--- src/rtl/aclink_pkg.sv ---
package aclink_pkg;
    localparam int TAG_BITS   = 16;
    localparam int SLOT_BITS  = 20;
    localparam int SLOT_COUNT = 12;
    localparam int PCM_BITS   = 16;
    localparam int REG_BITS   = 7;
    localparam int DATA_BITS  = 16;

    typedef struct packed {
        logic                 read;
        logic [REG_BITS-1:0]  index;
        logic [DATA_BITS-1:0] wdata;
    } reg_cmd_t;
endpackage

--- src/rtl/aclink_frame_count.sv ---
module aclink_frame_count #(
    parameter int FRAME_W = 256,
    parameter int TAG_W   = 16,
    localparam int CNT_W  = $clog2(FRAME_W)
) (
    input  logic             clk,
    input  logic             rst_n,
    output logic [CNT_W-1:0] cnt,
    output logic             load,
    output logic             sync
);
    localparam logic [CNT_W-1:0] LAST = CNT_W'(FRAME_W - 1);

    typedef struct packed {
        logic [CNT_W-1:0] cnt;
        logic             sync;
    } cnt_state_t;

    cnt_state_t st_d, st_q;

    always_comb begin
        st_d      = st_q;
        load      = (st_q.cnt == LAST);
        st_d.cnt  = load ? '0 : st_q.cnt + 1'b1;
        st_d.sync = (st_d.cnt < CNT_W'(TAG_W));
    end

    always_ff @(posedge clk or negedge rst_n) begin
        if (!rst_n) begin
            st_q <= '{cnt: LAST, sync: 1'b0};
        end else begin
            st_q <= st_d;
        end
    end

    assign cnt  = st_q.cnt;
    assign sync = st_q.sync;

    // a load is always followed by bit time zero
    p_wrap_r1: assert property (@(posedge clk) disable iff (!rst_n)
        load |=> (cnt == '0));

    // marker rises only at bit time 0 ...
    p_sync_rise_r2: assert property (@(posedge clk) disable iff (!rst_n)
        $rose(sync) |-> (cnt == '0));

    // ... and falls only at bit time TAG_W
    p_sync_fall_r2: assert property (@(posedge clk) disable iff (!rst_n)
        $fell(sync) |-> (cnt == CNT_W'(TAG_W)));
endmodule

--- src/rtl/aclink_serializer.sv ---
module aclink_serializer #(
    parameter int FRAME_W = 256
) (
    input  logic               clk,
    input  logic               rst_n,
    input  logic               load,
    input  logic [FRAME_W-1:0] frame,
    output logic               sdo
);
    typedef struct packed {
        logic [FRAME_W-1:0] shreg;
    } ser_state_t;

    ser_state_t st_d, st_q;

    always_comb begin
        st_d = st_q;
        if (load) begin
            st_d.shreg = frame;
        end else begin
            st_d.shreg = {st_q.shreg[FRAME_W-2:0], 1'b0};
        end
    end

    always_ff @(posedge clk or negedge rst_n) begin
        if (!rst_n) begin
            st_q <= '0;
        end else begin
            st_q <= st_d;
        end
    end

    assign sdo = st_q.shreg[FRAME_W-1];

    // between loads the line carries the next lower bit, one per edge
    p_shift_r10: assert property (@(posedge clk) disable iff (!rst_n)
        !load |=> (sdo == $past(st_q.shreg[FRAME_W-2])));
endmodule

--- src/rtl/aclink_tx_framer.sv ---
module aclink_tx_framer
    import aclink_pkg::*;
#(
    parameter int CODEC_ID = 0,
    parameter int TAG_W    = TAG_BITS,
    parameter int SLOT_W   = SLOT_BITS,
    parameter int N_SLOTS  = SLOT_COUNT
) (
    input  logic                 bit_clk,
    input  logic                 rst_n,
    input  logic [PCM_BITS-1:0]  pcm_left,
    input  logic                 pcm_left_valid,
    input  logic [PCM_BITS-1:0]  pcm_right,
    input  logic                 pcm_right_valid,
    input  logic                 cmd_req,
    input  logic                 cmd_read,
    input  logic [REG_BITS-1:0]  cmd_index,
    input  logic [DATA_BITS-1:0] cmd_wdata,
    output logic                 cmd_ack,
    output logic                 frame_sync,
    output logic                 sdata_out
);
    localparam int FRAME_W = TAG_W + N_SLOTS * SLOT_W;
    localparam int CNT_W   = $clog2(FRAME_W);
    localparam int ACK_AT  = TAG_W + 2 * SLOT_W;
    localparam int PAD_PCM = SLOT_W - PCM_BITS;
    localparam int PAD_DAT = SLOT_W - DATA_BITS;
    localparam int PAD_ADR = SLOT_W - 1 - REG_BITS;
    localparam int RSV_TAG = TAG_W - 1 - N_SLOTS - 3;

    typedef struct packed {
        logic busy;
        logic ack;
    } hs_state_t;

    logic [CNT_W-1:0]   cnt;
    logic               load;
    logic [FRAME_W-1:0] frame;
    logic [SLOT_W-1:0]  slot [N_SLOTS];
    logic [N_SLOTS-1:0] slot_vld;
    reg_cmd_t           cmd;
    hs_state_t          st_d, st_q;

    assign cmd = '{read: cmd_read, index: cmd_index, wdata: cmd_wdata};

    // frame assembly, evaluated every cycle, captured on load
    always_comb begin
        slot_vld    = '0;
        slot_vld[0] = cmd_req;
        slot_vld[1] = cmd_req && !cmd.read;
        slot_vld[2] = pcm_left_valid;
        slot_vld[3] = pcm_right_valid;
        for (int i = 0; i < N_SLOTS; i++) begin
            slot[i] = '0;
        end
        if (slot_vld[0]) slot[0] = {cmd.read, cmd.index, {PAD_ADR{1'b0}}};
        if (slot_vld[1]) slot[1] = {cmd.wdata, {PAD_DAT{1'b0}}};
        if (slot_vld[2]) slot[2] = {pcm_left, {PAD_PCM{1'b0}}};
        if (slot_vld[3]) slot[3] = {pcm_right, {PAD_PCM{1'b0}}};
        frame = '0;
        frame[FRAME_W-1 -: TAG_W] = {(|slot_vld), slot_vld[0], slot_vld[1],
                                     slot_vld[2], slot_vld[3],
                                     slot_vld[N_SLOTS-1:4],
                                     {RSV_TAG{1'b0}}, 3'(CODEC_ID)};
        for (int i = 0; i < N_SLOTS; i++) begin
            frame[FRAME_W-TAG_W-1-i*SLOT_W -: SLOT_W] = slot[i];
        end
    end

    // command handshake
    always_comb begin
        st_d      = st_q;
        st_d.ack  = st_q.busy && (cnt == CNT_W'(ACK_AT - 1));
        if (load) begin
            st_d.busy = cmd_req;
        end
    end

    always_ff @(posedge bit_clk or negedge rst_n) begin
        if (!rst_n) begin
            st_q <= '0;
        end else begin
            st_q <= st_d;
        end
    end

    assign cmd_ack = st_q.ack;

    aclink_frame_count #(.FRAME_W(FRAME_W), .TAG_W(TAG_W)) u_count (
        .clk  (bit_clk),
        .rst_n(rst_n),
        .cnt  (cnt),
        .load (load),
        .sync (frame_sync)
    );

    aclink_serializer #(.FRAME_W(FRAME_W)) u_ser (
        .clk  (bit_clk),
        .rst_n(rst_n),
        .load (load),
        .frame(frame),
        .sdo  (sdata_out)
    );

    // acknowledge is a single-cycle pulse
    p_ack_once_r8: assert property (@(posedge bit_clk) disable iff (!rst_n)
        cmd_ack |=> !cmd_ack);

    // acknowledge lands on the first bit time after the data slot
    p_ack_pos_r8: assert property (@(posedge bit_clk) disable iff (!rst_n)
        cmd_ack |-> (cnt == CNT_W'(ACK_AT)));

    // a data slot is never flagged without its address slot
    p_data_needs_addr_r5: assert property (@(posedge bit_clk) disable iff (!rst_n)
        load |-> (!frame[FRAME_W-3] || frame[FRAME_W-2]));
endmodule

--- config.mk ---
export PLATFORM = sky130hd
export DESIGN_NAME = aclink_tx_framer
export DESIGN_NICKNAME = d
export VERILOG_FILES = /design/src/rtl/aclink_pkg.sv /design/src/rtl/aclink_frame_count.sv /design/src/rtl/aclink_serializer.sv /design/src/rtl/aclink_tx_framer.sv
export SDC_FILE = /design/constraint.sdc
export NUM_CORES = 1
export LEC_CHECK = 0
export ABC_AREA = 1
export CAP_MARGIN = 40
export CORE_MARGIN = 3
export CORE_UTILIZATION = 40
export DETAILED_ROUTE_END_ITERATION = 8
export DONT_BUFFER_PORTS = 1
export PLACE_DENSITY = 0.62
export SYNTH_ARGS = -nofsm -noshare
export SYNTH_HDL_FRONTEND = slang
export SYNTH_SLANG_ARGS = --single-unit
export TNS_END_PERCENT = 5
--- constraint.sdc ---
create_clock -name bit_clk -period 1.8 [get_ports bit_clk]
set_clock_uncertainty 0.05 [all_clocks]
set_input_delay 0 -clock bit_clk [delete_from_list [all_inputs] [get_ports bit_clk]]
set_output_delay 0 -clock bit_clk [all_outputs]
set_load 0.03 [all_outputs]
* Word level (Yosys, flattened, before mapping)
Index checks and enable logic that the tools add are counted.
** Operators by class
- Add/sub/neg operators :: 1
- Multipliers :: 0
- Div/mod/pow operators :: 0
- Order comparisons :: 1
- Equal/unequal tests :: 2
- Shifts and indexed selects :: 0
- Mux-type cells :: 6
- Bitwise gates (word level) :: 0
- Reduce and logical (&&, ||, !) cells :: 4
** Operators with widths (count)
- $mux 256 :: 1
- $mux 20 :: 4
- $add 8x1->8 const B :: 1
- $eq 8x6->1 const B :: 1
- $eq 8x8->1 const B :: 1
- $lt 8x5->1 const B :: 1
- $mux 8 :: 1
- $reduce_or 4->1 :: 1
- $logic_and 1x1->1 :: 2
- $logic_not 1->1 :: 1
** Storage, ports and cells
- Register bits after elaboration :: 267
- Latch bits :: 0
- Bits in writable memories :: 0
- Bits in read-only memories :: 0
- Input port bits :: 61
- Output and inout port bits :: 3
- Logic and storage cells :: 19
- Memories :: 0

* Logic depth before layout (Yosys ltp)
- Word-level depth :: 4
- Mapped depth :: 11

* Modules after synthesis
A second synthesis with hierarchy kept.
** Second synthesis, totals
- Cell total of the unflattened synthesis :: 1275
- Area total of the unflattened synthesis :: 10920.5 um2
** Modules (own cells, without submodules)
- aclink_serializer :: times used 1, cells each 1081, area an instance 9783.1 um2
- aclink_tx_framer :: times used 1, cells each 138, area an instance 660.6 um2
- aclink_frame_count :: times used 1, cells each 56, area an instance 476.7 um2

* Worst setup path before layout
OpenSTA, ideal clock, no wires.
- Path kind :: reg-to-reg
- Start point :: register u_count.st_q, in the netlist u_count.cnt[0]
- End point :: register u_ser.st_q[170] in the netlist's numbering
- Library setup time :: 66 ps
- Arrival :: 1516 ps
- Slack :: 169 ps
- Stages on the path, launching flop included :: 12
- Period minus slack after synthesis :: 1631 ps
- Path through :: dfstp_2 > ha_1 > nand2_1 > nor2_4 > nand2_2 > buf_6 > inv_6 > nand2_4 > inv_6 > buf_12 > nand2_2 > nand2_1
** RTL lines
- start, declared :: RTL line aclink_frame_count.sv:19 : cnt_state_t st_d, st_q;
- start signal, assigned :: RTL line aclink_frame_count.sv:30 : st_q <= '{cnt: LAST, sync: 1'b0};
- start signal, assigned :: RTL line aclink_frame_count.sv:32 : st_q <= st_d;
- end signal, assigned :: RTL line aclink_serializer.sv:29 : st_q <= st_d;
- end, declared :: RTL line aclink_serializer.sv:14 : ser_state_t st_d, st_q;

==> flow_summary.toml <==
[status]
status = "finished, violations left"
violations = "hold timing"

[route]
firstDrtPassIters = 5
num_vias = 2706
drtIter0Drc = 195
wire_per_inst_microns = 12.0
via_per_inst = 4.44
ant_nets = 0
routed_wl_mm = 7.33
drc = 0

[floorplanning]
fp.dieW_microns = 106
die_y_microns = 106
std_cell_rows = 35
pin_count = 64
core-area_sq_um = 9460
initial_core_util_pct = 42.0
dieArea_sq_um = 11200

[cells_and_area]
diodes = 0
finalNetCount = 537
drive_gt1_share_pct = 10.4
layout.area.seq_sq_um = 2590
area_delta_synth_final_pct = 23.1
nFillCells = 856
fin_area_sq_um = 4890
multi_input_area_sq_um = 1080

[setup_path]
r2r-start = "u_count.cnt[0]"
critPathSlowestCell = "dfstp_2"
startpoint_type = "flip-flop"
cp_slowest_stage_delay_ps = 560
r2r-end = "u_ser.st_q[190]"
crit_path_end_kind = "flip-flop"
rr_worst_depth = 6
reg2reg_slack_ps = 140
crit_start = "u_count.cnt[0]"
path_max_fanout = 23
cp_top_family = "flip-flops"
worst-setup-path-type = "flip-flop to flip-flop"
required_ps = 2000
cp.buffers_inverters = 1
crit_path_cell_trace = "ha_1 > nand2_2 > nor2_4 > nand2_4 > buf_4 > o21ai_0"
arrival_ps = 1860
crit_end = "u_ser.st_q[190]"
cp_num_cells = 6

[cts]
path_clk_slew_ps = 100
cts_hold_buffers = 59
cts-root-buf = "clkbuf_8"
cts_tree = "built"
cts_num_sinks = 103
clk_latency_ps = 350
clock_path_buffers = 2
htree_levels = 3
cts_setup_buffers = 0
cts_buffers = 9

[timing]
layout_min_cycle_time_ps = 1660
slew-limit-headroom_pct = 55.7
tightest_slew_ps = 662
drv_slew = 0
timing.fmax_mhz = 602
finalHoldViolCount = 103
layout_worst_path_cycle_share_pct = 92.3
fin_hold_ws_ps = -716
grt_setup_unrepaired = "yes"
fin_setup_tns_ps = 0
setup_viol = 0

[synth]
synth_top_area_share_pct = 59.9
netlist_area_sq_um = 3970
yosysTopAreaCell = "dfrtp_1"
synth_area_leaders = "dfrtp_1 (60%), nand2_1 (14%), dfstp_2 (5.3%), inv_1 (4.2%), nor2_1 (3.7%)"
yosysSeqAreaShare_pct = 65.2
avgSynthCellArea_sq_um = 9.52
syn_nets = 479
syn-instance-count = 417
ys_warn_count = 0
ys_types = 24
ys_seq_elements = 103

[global_route]
overflow = 0
antenna_found_initial = 0
grt_pass1_wl_mm = 12.6
grt_usage_pct = 14.2
grt_max_degree = 104
grt_pass1_vias = 2742

[run]
cap_violations = 0

[placement]
gp_congestion = 0.725
dp_hpwl_mm = 4.16
io_buffer_count = 0
place_area_sq_um = 4080

[pwr]
p_leak_nw = 2.52
p_per_area_nw_per_um2 = 796
vdd.ir_drop.worst_uv = 353

[hold_path]
hp-class = "input port to async pin"
through the flow:
step	power, mW	hold WS [ps]	setup WS, ps	std cells	util [%]
2_1_floorplan	2.38	-346	169	417	-
3_3_place_gp	2.37	-343	84.2	534	43.1
3_5_place_dp	2.37	-342	26.1	534	43.1
4_1_cts	3.94	-742	28.5	609	51.6
5_1_grt	4.07	-761	-11.2	609	51.7
6_report	3.89	-716	138	609	51.7
area by class of cell:
type | instances | share of cell area (%)
clock inverter | 6 | 1.38
multi-input combinational | 249 | 22.2
tap | 129 | 3.30
timing repair buffer | 65 | 13.6
sequential | 103 | 52.9
inverter | 47 | 3.81
clock buffer | 10 | 2.82
cells by family (layout without fill, tap and decap cells):
kind of cell / count (synthesis) / in the layout / share of synthesized area [%]
AO/OA/AOI/OAI: 24 / 24 / 3.15
adder cells (fa/ha/maj): 1 / 1 / 0.315
buffers and inverters: 65 / 128 / 7.75
flip-flops: 103 / 103 / 65.2
AND/OR/NAND/NOR: 224 / 224 / 23.6
registers in the layout, indices dropped and copies added, names as in the netlist:
name / flops
u_ser.st_q: 92
u_count.cnt: 8
cmd_ack: 1
st_q: 1
u_count.sync: 1
Yosys cell counts, drive strengths merged:
| master | n |
|---|---|
| clkbuf | 7 |
| nor2 | 42 |
| dfstp | 8 |
| nand2 | 157 |
| ha | 1 |
| nand3 | 22 |
| o21bai | 2 |
| clkinv | 1 |
| buf | 11 |
| or2 | 1 |
| nor3 | 1 |
| a21oi | 1 |
| nor4 | 1 |
| inv | 46 |
| dfrtp | 95 |
| o21ai | 21 |
layout by cell type (no fill, tap or decap), types with 3 or more instances in the layout:
master	instances
nand2_1	143
dlygate4sd3_1	59
clkbuf_8	10
o21ai_0	20
dfrtp_1	95
buf_4	3
inv_6	3
nand2_2	12
nand3_1	22
inv_1	44
nor2_1	39
dfstp_2	8
power breakdown:
group / internal, mW / switching, mW
Combinational: 0.0903 / 0.0424
Clock: 0.686 / 0.761
Sequential: 2.31 / 0
per-layer routing:
layer	global-route usage, %	up-vias	part of all wire [%]
li1	-	1360	-
met1	18.4	1269	45
met2	22.6	64	49
met3	4.23	13	4.6
met4	5.09	0	1.5
met5	0	-	0
what timing repair did:
item / CTS / global route
endpoints found under the hold margin: 165 / 103
resized for setup: 0 / 4
endpoints found under the setup margin: 0 / 55
worst min-delay path by stage:
| stage | startpoint | end | cells after the start |
|---|---|---|---|
| 6_report | rst_n | u_ser.st_q[188] | 0 |
| 5_1_grt | rst_n | u_ser.st_q[188] | 0 |
| 4_1_cts | rst_n | u_ser.st_q[188] | 0 |
| 3_5_place_dp | rst_n | u_ser.st_q[191] | 0 |
| 3_3_place_gp | rst_n | u_ser.st_q[192] | 0 |
| 2_1_floorplan | rst_n | cmd_ack | 0 |
No activity file was read; power rests on OpenSTA's default activity.
